===== config.mk =====
export PLATFORM = sky130hd
export DESIGN_NAME = eeprom_cfg_loader
export DESIGN_NICKNAME = d
export VERILOG_FILES = /design/src/rtl/cfg_loader_pkg.sv /design/src/rtl/ee_serial_engine.sv /design/src/rtl/cfg_load_seq.sv /design/src/rtl/eeprom_cfg_loader.sv
export SDC_FILE = /design/constraint.sdc
export NUM_CORES = 1
export LEC_CHECK = 0
export ABC_CLOCK_PERIOD_IN_PS = 5100
export BUFFER_PORTS_ARGS = -buffer_cell sky130_fd_sc_hd__buf_2
export CORE_MARGIN = 2
export CORE_UTILIZATION = 35
export DETAILED_ROUTE_END_ITERATION = 16
export PLACE_DENSITY = 0.5
export RECOVER_POWER = 50
export SLEW_MARGIN = 0
export SYNTH_ARGS = -nofsm -noshare
export SYNTH_HDL_FRONTEND = slang
export SYNTH_SLANG_ARGS = --single-unit

===== constraint.sdc =====
create_clock -name clk -period 5.1 [get_ports clk]
set_input_delay 0.51 -clock clk [delete_from_list [all_inputs] [get_ports clk]]
set_output_delay 0.51 -clock clk [all_outputs]
set_load 0.02 [all_outputs]

===== src/rtl/cfg_loader_pkg.sv =====
package cfg_loader_pkg;
    localparam int WORDS      = 18;
    localparam int WIDX_W     = $clog2(WORDS);
    localparam int WORD_W     = 16;
    localparam int NODE_WORDS = 3;
    localparam int CFG_SLOTS  = 8;
    localparam int SLOT_W     = $clog2(CFG_SLOTS);
    localparam int SUM_TARGET = 8'hFF;

    // word index -> configuration slot
    function automatic logic slot_valid(input logic [WIDX_W-1:0] w);
        return (w >= WIDX_W'(8) && w <= WIDX_W'(14)) || w == WIDX_W'(16);
    endfunction

    function automatic logic [SLOT_W-1:0] slot_index(input logic [WIDX_W-1:0] w);
        return (w == WIDX_W'(16)) ? SLOT_W'(7) : SLOT_W'(w - WIDX_W'(8));
    endfunction
endpackage


===== src/rtl/ee_serial_engine.sv =====
module ee_serial_engine #(
    parameter int HALF_DIV = 4,
    parameter int ADDR_W   = 6,
    parameter int DATA_W   = 16
) (
    input  logic              clk,
    input  logic              rst_n,
    input  logic              start,
    input  logic [ADDR_W-1:0] addr,
    output logic              done,
    output logic [DATA_W-1:0] word,
    output logic              ee_cs,
    output logic              ee_sk,
    output logic              ee_di,
    input  logic              ee_do
);
    localparam int CMD_W = 3 + ADDR_W;
    localparam int FRAME = CMD_W + DATA_W;
    localparam int BIT_W = $clog2(FRAME + 1);
    localparam int CNT_W = $clog2(2 * HALF_DIV + 1);

    typedef enum logic [1:0] {E_IDLE, E_LOW, E_HIGH, E_GAP} phase_t;

    typedef struct packed {
        phase_t            phase;
        logic [CNT_W-1:0]  cnt;
        logic [BIT_W-1:0]  bitn;
        logic [CMD_W-1:0]  cmd;
        logic [DATA_W-1:0] data;
        logic              sk;
        logic              cs;
        logic              di;
        logic              done;
    } eng_t;

    eng_t q, d;

    always_comb begin
        d      = q;
        d.done = 1'b0;
        case (q.phase)
            E_IDLE: begin
                if (start) begin
                    d.cs    = 1'b1;
                    d.sk    = 1'b0;
                    d.cmd   = {3'b110, addr};
                    d.di    = 1'b1;
                    d.bitn  = '0;
                    d.cnt   = '0;
                    d.phase = E_LOW;
                end
            end
            E_LOW: begin
                if (q.cnt == CNT_W'(HALF_DIV - 1)) begin
                    d.cnt   = '0;
                    d.sk    = 1'b1;
                    d.phase = E_HIGH;
                    if (q.bitn >= BIT_W'(CMD_W))
                        d.data = {q.data[DATA_W-2:0], ee_do};
                end else begin
                    d.cnt = q.cnt + 1'b1;
                end
            end
            E_HIGH: begin
                if (q.cnt == CNT_W'(HALF_DIV - 1)) begin
                    d.cnt = '0;
                    d.sk  = 1'b0;
                    if (q.bitn == BIT_W'(FRAME - 1)) begin
                        d.phase = E_GAP;
                        d.cs    = 1'b0;
                        d.di    = 1'b0;
                    end else begin
                        d.bitn  = q.bitn + 1'b1;
                        d.cmd   = {q.cmd[CMD_W-2:0], 1'b0};
                        d.di    = q.cmd[CMD_W-2];
                        d.phase = E_LOW;
                    end
                end else begin
                    d.cnt = q.cnt + 1'b1;
                end
            end
            default: begin
                if (q.cnt == CNT_W'(2 * HALF_DIV - 1)) begin
                    d.cnt   = '0;
                    d.phase = E_IDLE;
                    d.done  = 1'b1;
                end else begin
                    d.cnt = q.cnt + 1'b1;
                end
            end
        endcase
    end

    always_ff @(posedge clk or negedge rst_n) begin
        if (!rst_n) begin
            q <= '{phase: E_IDLE, default: '0};
        end else begin
            q <= d;
        end
    end

    assign done  = q.done;
    assign word  = q.data;
    assign ee_cs = q.cs;
    assign ee_sk = q.sk;
    assign ee_di = q.di;
endmodule


===== src/rtl/cfg_load_seq.sv =====
module cfg_load_seq
    import cfg_loader_pkg::*;
#(
    parameter int ADDR_W = 6
) (
    input  logic                               clk,
    input  logic                               rst_n,
    input  logic                               restart,
    output logic                               eng_start,
    output logic [ADDR_W-1:0]                  eng_addr,
    input  logic                               eng_done,
    input  logic [WORD_W-1:0]                  eng_word,
    output logic [NODE_WORDS-1:0][WORD_W-1:0]  node,
    output logic [CFG_SLOTS-1:0][WORD_W-1:0]   cfg,
    output logic                               load_done,
    output logic                               cksum_err
);
    typedef enum logic [1:0] {S_ISSUE, S_WAIT, S_IDLE} seq_phase_t;

    typedef struct packed {
        seq_phase_t                       phase;
        logic [WIDX_W-1:0]                widx;
        logic [7:0]                       sum;
        logic [NODE_WORDS-1:0][WORD_W-1:0] sh_node;
        logic [CFG_SLOTS-1:0][WORD_W-1:0]  sh_cfg;
        logic [NODE_WORDS-1:0][WORD_W-1:0] node;
        logic [CFG_SLOTS-1:0][WORD_W-1:0]  cfg;
        logic                             done;
        logic                             err;
    } seq_t;

    seq_t       q, d;
    logic [7:0] sum_new;

    always_comb begin
        d         = q;
        d.done    = 1'b0;
        eng_start = 1'b0;
        sum_new   = q.sum + eng_word[7:0] + eng_word[15:8];
        case (q.phase)
            S_ISSUE: begin
                eng_start = 1'b1;
                d.phase   = S_WAIT;
            end
            S_WAIT: begin
                if (eng_done) begin
                    d.sum = sum_new;
                    if (q.widx < WIDX_W'(NODE_WORDS))
                        d.sh_node[q.widx[1:0]] = eng_word;
                    if (slot_valid(q.widx))
                        d.sh_cfg[slot_index(q.widx)] = eng_word;
                    if (q.widx == WIDX_W'(WORDS - 1)) begin
                        d.phase = S_IDLE;
                        d.done  = 1'b1;
                        if (sum_new == 8'(SUM_TARGET)) begin
                            d.node = d.sh_node;
                            d.cfg  = d.sh_cfg;
                        end else begin
                            d.err = 1'b1;
                        end
                    end else begin
                        d.widx  = q.widx + 1'b1;
                        d.phase = S_ISSUE;
                    end
                end
            end
            default: begin
                if (restart) begin
                    d.widx  = '0;
                    d.sum   = '0;
                    d.err   = 1'b0;
                    d.phase = S_ISSUE;
                end
            end
        endcase
    end

    always_ff @(posedge clk or negedge rst_n) begin
        if (!rst_n) begin
            q <= '{phase: S_ISSUE, default: '0};
        end else begin
            q <= d;
        end
    end

    assign eng_addr  = ADDR_W'(q.widx);
    assign node      = q.node;
    assign cfg       = q.cfg;
    assign load_done = q.done;
    assign cksum_err = q.err;
endmodule


===== src/rtl/eeprom_cfg_loader.sv =====
module eeprom_cfg_loader
    import cfg_loader_pkg::*;
#(
    parameter int HALF_DIV = 4,
    parameter int ADDR_W   = 6
) (
    input  logic                          clk,
    input  logic                          rst_n,
    input  logic                          restart,
    output logic                          ee_cs,
    output logic                          ee_sk,
    output logic                          ee_di,
    input  logic                          ee_do,
    output logic [NODE_WORDS*WORD_W-1:0]  node_addr,
    output logic [CFG_SLOTS*WORD_W-1:0]   cfg_regs,
    output logic                          load_done,
    output logic                          cksum_err
);
    logic                              eng_start;
    logic                              eng_done;
    logic [ADDR_W-1:0]                 eng_addr;
    logic [WORD_W-1:0]                 eng_word;
    logic [NODE_WORDS-1:0][WORD_W-1:0] node_w;
    logic [CFG_SLOTS-1:0][WORD_W-1:0]  cfg_w;

    ee_serial_engine #(
        .HALF_DIV (HALF_DIV),
        .ADDR_W   (ADDR_W),
        .DATA_W   (WORD_W)
    ) i_engine (
        .clk   (clk),
        .rst_n (rst_n),
        .start (eng_start),
        .addr  (eng_addr),
        .done  (eng_done),
        .word  (eng_word),
        .ee_cs (ee_cs),
        .ee_sk (ee_sk),
        .ee_di (ee_di),
        .ee_do (ee_do)
    );

    cfg_load_seq #(
        .ADDR_W (ADDR_W)
    ) i_seq (
        .clk       (clk),
        .rst_n     (rst_n),
        .restart   (restart),
        .eng_start (eng_start),
        .eng_addr  (eng_addr),
        .eng_done  (eng_done),
        .eng_word  (eng_word),
        .node      (node_w),
        .cfg       (cfg_w),
        .load_done (load_done),
        .cksum_err (cksum_err)
    );

    assign node_addr = node_w;
    assign cfg_regs  = cfg_w;
endmodule


# After elaboration in Yosys (flattened, before gate mapping)
# Cells that the tools add are included.
# Widths: inputs -> output; s select.
# word_totals
mem_bits_rw,0
output_inout_bits,181
register_bits,408
elab_cells,135
latch_bits,0
mem_bits_ro,0
n_memories,0
# classes
shifts,0
mux,42
n_bitwise,1
eq_ne,18
div_mod_pow,0
add_sub_neg,6
reduce_logical,24
multipliers,0
order_cmp,8
# ops
operator,n
$mux 369,1
$mux 178,1
$mux 176,1
$bwmux 128,1
$mux 128,1
$bwmux 48,1
$demux 16 s3,1
$mux 48,1
$demux 16 s2,1
$mux 16,2
$mux 14,2
$pmux 14 s2,1
$pmux 13 s2,1
$reduce_and 4->1,6
$mux 20,1
$pmux 6 s3,1
$add 8x8->8,2
$eq 5x5->1 const B,3
$mux 15,1
$add 5x1->5 const B,2
$ge 5x4->1 const B,2
$mux 2,5
$ne 2x2->1 const B,5
$mux 1,9
other kinds (31),47

# Logic depth before layout (Yosys ltp)
# logic_depth
depth_word,12
ltp_mapped,13
mapped_depth_nobuf,10

# Cells and area by module
# A second synthesis with hierarchy kept.
# unflattened
cells_unflattened,1674
area_unflattened_um2,19623.8
# by_module_without_submodules
mod,cells_per_inst,seq_area_each_um2,area_per_inst_um2,instances
cfg_load_seq,1495,9233.9,17636.9,1
ee_serial_engine,179,975.9,1986.9,1

# Worst setup path after synthesis
# Ideal clock, no wire load.
# synth_path
path_type,register to register
startpoint,"register i_engine.q, in the netlist i_engine.word[1]"
endpoint,"register i_seq.q, in the netlist i_seq.cfg[37]"
n_path_buf,3
setup_slack_ns,1.400
period_less_slack_ns,3.700
arrival_ns,3.575
setup_time_ns,0.125
stages_incl_launch_ff,14
t_required_ns,4.975
path_cell_list,dfrtp_1 inv_1 clkbuf_1 fa_1 inv_1 ha_1 fa_1 a211oi_2 o21bai_1 a211o_1 a2111oi_4 buf_4 buf_6 mux2_2
# synth_via
elab_chain_len,4
# synth_lines
item,line_no,source
from (decl),ee_serial_engine.sv:36,"eng_t q, d;"
from (signal assigned),ee_serial_engine.sv:96,"q <= '{phase: E_IDLE, default: '0};"
from (signal assigned),ee_serial_engine.sv:98,q <= d;
$add 8x8->8 (2 in series),cfg_load_seq.sv:39,sum_new = q.sum + eng_word[7:0] + eng_word[15:8];
$eq 8x8->1,cfg_load_seq.sv:55,if (sum_new == 8'(SUM_TARGET)) begin
$reduce_and 4->1 (no line),n/a,
to (signal assigned),cfg_load_seq.sv:80,"q <= '{phase: S_ISSUE, default: '0};"
to (signal assigned),cfg_load_seq.sv:82,q <= d;
to (decl),cfg_load_seq.sv:32,"seq_t q, d;"
# Every way passes these cells.
# A chain may end at the register's enable or synchronous reset.

# Worst setup path after layout
# layout_path
startpoint,"register i_engine.q, in the netlist i_engine.word[9]"
endpoint,"register i_seq.q, in the netlist i_seq.node[16]"
# layout_via
elab_chain_len,3
# layout_lines
item,line_no
$add 8x8->8,cfg_load_seq.sv:39
$eq 8x8->1,cfg_load_seq.sv:55
$reduce_and 4->1 (no line),n/a
# Every way passes these cells.

==> impl_metrics.csv <==
group,metric,value,unit
clock_network,clkLatencyLatePin,0.58,ns
worst_setup_path,path_cells,"inv_1 > fa_1 > inv_1 > ha_1 > fa_1 > a211oi_2 > o21bai_1 > a211o_1 > a2111oi_4 > buf_12 > mux2_2",
sta,post-route-min-period,4.32,ns
yosys,synth_commonest_cells,"411 x mux2_2, 408 x dfrtp_1, 182 x buf_4, 115 x mux2_1, 67 x clkbuf_1",
sta,slew_headroom,-90.8,%
clock_network,clock_sinks,408,
clock_network,cts-root-buf,"clkbuf_16",
worst_setup_path,cpMaxStageDelayCell,"dfrtp_1",
pwr,p_leak,0.0109,uW
yosys,synth.ff_latch_count,408,
placement,pre_cts_slack,0.792,ns
yosys,synth_top_area_share,52.1,%
floorplan,die_w,241,microns
run_status,status,"finished, violations left",
sta,slew_violations,165,
yosys,synth_area_leaders,"dfrtp_1 52%, mux2_2 24%, buf_4 7.0%, mux2_1 6.6%, clkbuf_1 1.3%",
worst_setup_path,cp.buffers_inverters,3,
clock_network,numCtsBuffers,47,
clock_network,clock_path_buffers,3,
pwr,power_density,328,nW/um^2
floorplan,initial_core_util,35.5,%
clock_network,cts_max_level,2,
final_layout,n_antenna_cell,0,
worst_setup_path,startpoint_type,"flop",
yosys,syn_inst,1474,
route,drt-initial-drc-count,534,
clock_network,cts-resized-gates,0,
route,wire_per_inst,20.4,microns
sta,fin_tns_setup,0,ns
global_routing,grt_first_pass_wirelength,71000,microns
final_layout,layout-drive-gt1-share,41.3,%
yosys,synth_cell_types,53,
sta,clock.fmax,231,MHz
final_layout,syn_to_final_growth,9.23,%
route,firstDrtPassIters,4,
global_routing,grt_max_degree,106,
yosys,synth_most_common_cell,"mux2_2",
worst_setup_path,crit_required,5.56,ns
clock_network,post_cts_buffers,0,
placement,dp_hpwl,29200,microns
floorplan,num_io_pins,185,
floorplan,die_h,241,microns
clock_network,hold_buffers,0,
sta,hold_violations,0,
sta,fin_crit_sh,84.7,%
sta,rsz0062_at_grt,"false",
route,drc,0,
job,drv_cap,2,
yosys,syn_area_per_cell,13.3,sq um
yosys,seq_area_frac_synth,52.1,%
worst_setup_path,cp_top_family,"compound AO/OA/AOI/OAI gates",
route,avgViaCountPerCell,4.81,
clock_network,path_clk_slew,0.06,ns
min_path,hold_path.class,"in2reg",
pwr,ir_drop,0.228,mV
floorplan,coreArea,55200,sq um
worst_setup_path,critPathKind,"reg2reg",
final_layout,layout.nets,1491,
run_status,violations,"capacitance limit, slew limit",
clock_network,cts_tree,"done",
worst_setup_path,max_stage_delay,0.60,ns
yosys,yosys_most_used_dff,"dfrtp_1",
route,totalWireLength,46000,microns
sta,setup_slack,0.778,ns
global_routing,antenna_found_initial,1,
worst_setup_path,arrival,4.79,ns
floorplan,rows,86,
global_routing,grt_pass1_vias,11300,
route,vias,10800,
yosys,synthesis.area,19600,sq um
placement,place_congestion,0.761,
sta,worst_pin_slew,2.86,ns
route,drtAntennaViolNets,0,
global_routing,grt_usage,16.3,%
sta,finClkSkew,0.0138,ns
worst_setup_path,cp_max_fo,71,
placement,io_buffers,184,
floorplan,dieArea,57900,sq um
yosys,yosysWarnings,0,
yosys,synth_top_area_cell,"dfrtp_1",
sta,setup_violations,0,
yosys,syn-num-nets,1500,
global_routing,grt-ovfl-total,0,
worst_setup_path,cp-end-kind,"flop",
yosys,synthArstFlopShare,100,%
yosys,synth_edf_count,0,
path summary, 6_finish.rpt:
path                                   to  slack, ns  depth (start not counted)              from
min in group asynchronous  i_seq.cfg[123]       0.81                          1             rst_n
setup / recovery           i_seq.node[16]       0.78                         11  i_engine.word[9]
hold reg to reg            i_engine.q[26]       0.46                          2    i_engine.q[26]
hold / removal               i_seq.q[368]       0.16                          2           restart
setup reg to reg           i_seq.node[16]       0.78                         11  i_engine.word[9]
max in group asynchronous   i_seq.cfg[36]       1.61                          2             rst_n
worst reg2reg max path: stages (launching register included):
cell,delay (ns)
dfrtp_1,0.60
inv_1,0.18
fa_1,0.53
inv_1,0.05
ha_1,0.21
fa_1,0.42
a211oi_2,0.30
o21bai_1,0.12
a211o_1,0.35
a2111oi_4,0.54
buf_12,0.39
mux2_2,0.51
where the power goes:
part	internal, uW	switching, uW	leakage, uW
Sequential	3290	51.8	0.00567
Combinational	104	211	0.00447
Clock	2020	1350	0.000754
Total	5410	1610	0.0109
per-stage QoR:
step | cells | power (uW) | cell area [sq um] | hold slack, ns | util [%]
3_3_place_gp | 2164 | 3720 | 20000 | 0.443 | 36.2
4_1_cts | 2249 | 7150 | 21500 | 0.0115 | 39.0
2_1_floorplan | 1474 | 3580 | 19600 | 0.214 | -
6_report | 2249 | 7030 | 21400 | 0.162 | 38.8
3_5_place_dp | 2164 | 3730 | 20000 | 0.450 | 36.2
5_1_grt | 2249 | 7340 | 21400 | 0.138 | 38.8
state kept, by name (all words and copies together) (netlist names), 5 cells and up:
register / count
i_seq.eng_addr: 5
i_seq.node: 48
i_engine.q: 19
i_seq.cfg: 128
i_engine.word: 16
i_seq.q: 186
cells in the final DEF (no fill, tap or decap), drive strengths merged, types with 5 or more instances in the layout:
cell / Yosys / layout
a21oi: 10 / 10
and2: 5 / 5
buf: 203 / 122
clkbuf: 67 / 164
clkinv: 0 / 7
dfrtp: 408 / 408
fa: 8 / 8
ha: 14 / 14
inv: 14 / 15
mux2: 526 / 526
nand2: 53 / 53
nand3: 20 / 20
nand3b: 5 / 5
nand4: 5 / 5
nor2: 23 / 23
nor2b: 5 / 5
nor3: 5 / 5
o21ai: 42 / 42
or2: 7 / 7
xnor2: 5 / 5
xor2: 5 / 5
per-layer routing:
layer	track usage (%)	vias up	routed length, microns
met2	25.7	196	21500
met5	0	-	0
met1	22.8	5584	21400
met3	3.21	59	2120
li1	-	4969	-
met4	4.20	0	904
cell families after synthesis:
logic type / Yosys count / share of synthesized area, %
mux: 527 / 30.3
fa+ha+maj: 22 / 1.71
xor+xnor: 10 / 0.447
compound gates: 76 / 2.39
simple gates: 147 / 3.77
buf+inv: 284 / 9.37
flops: 408 / 52.1
area by class of cell:
cell class                 count  area (sq um)
fill                        5283         33800
sequential                   408         10200
multi-input combinational    782          7590
clock buffer                  74          1390
timing repair buffer         212          1090
tap                          748           936
clock inverter                11           145
inverter                      14          52.6
Power figures use the tool's default switching activity.
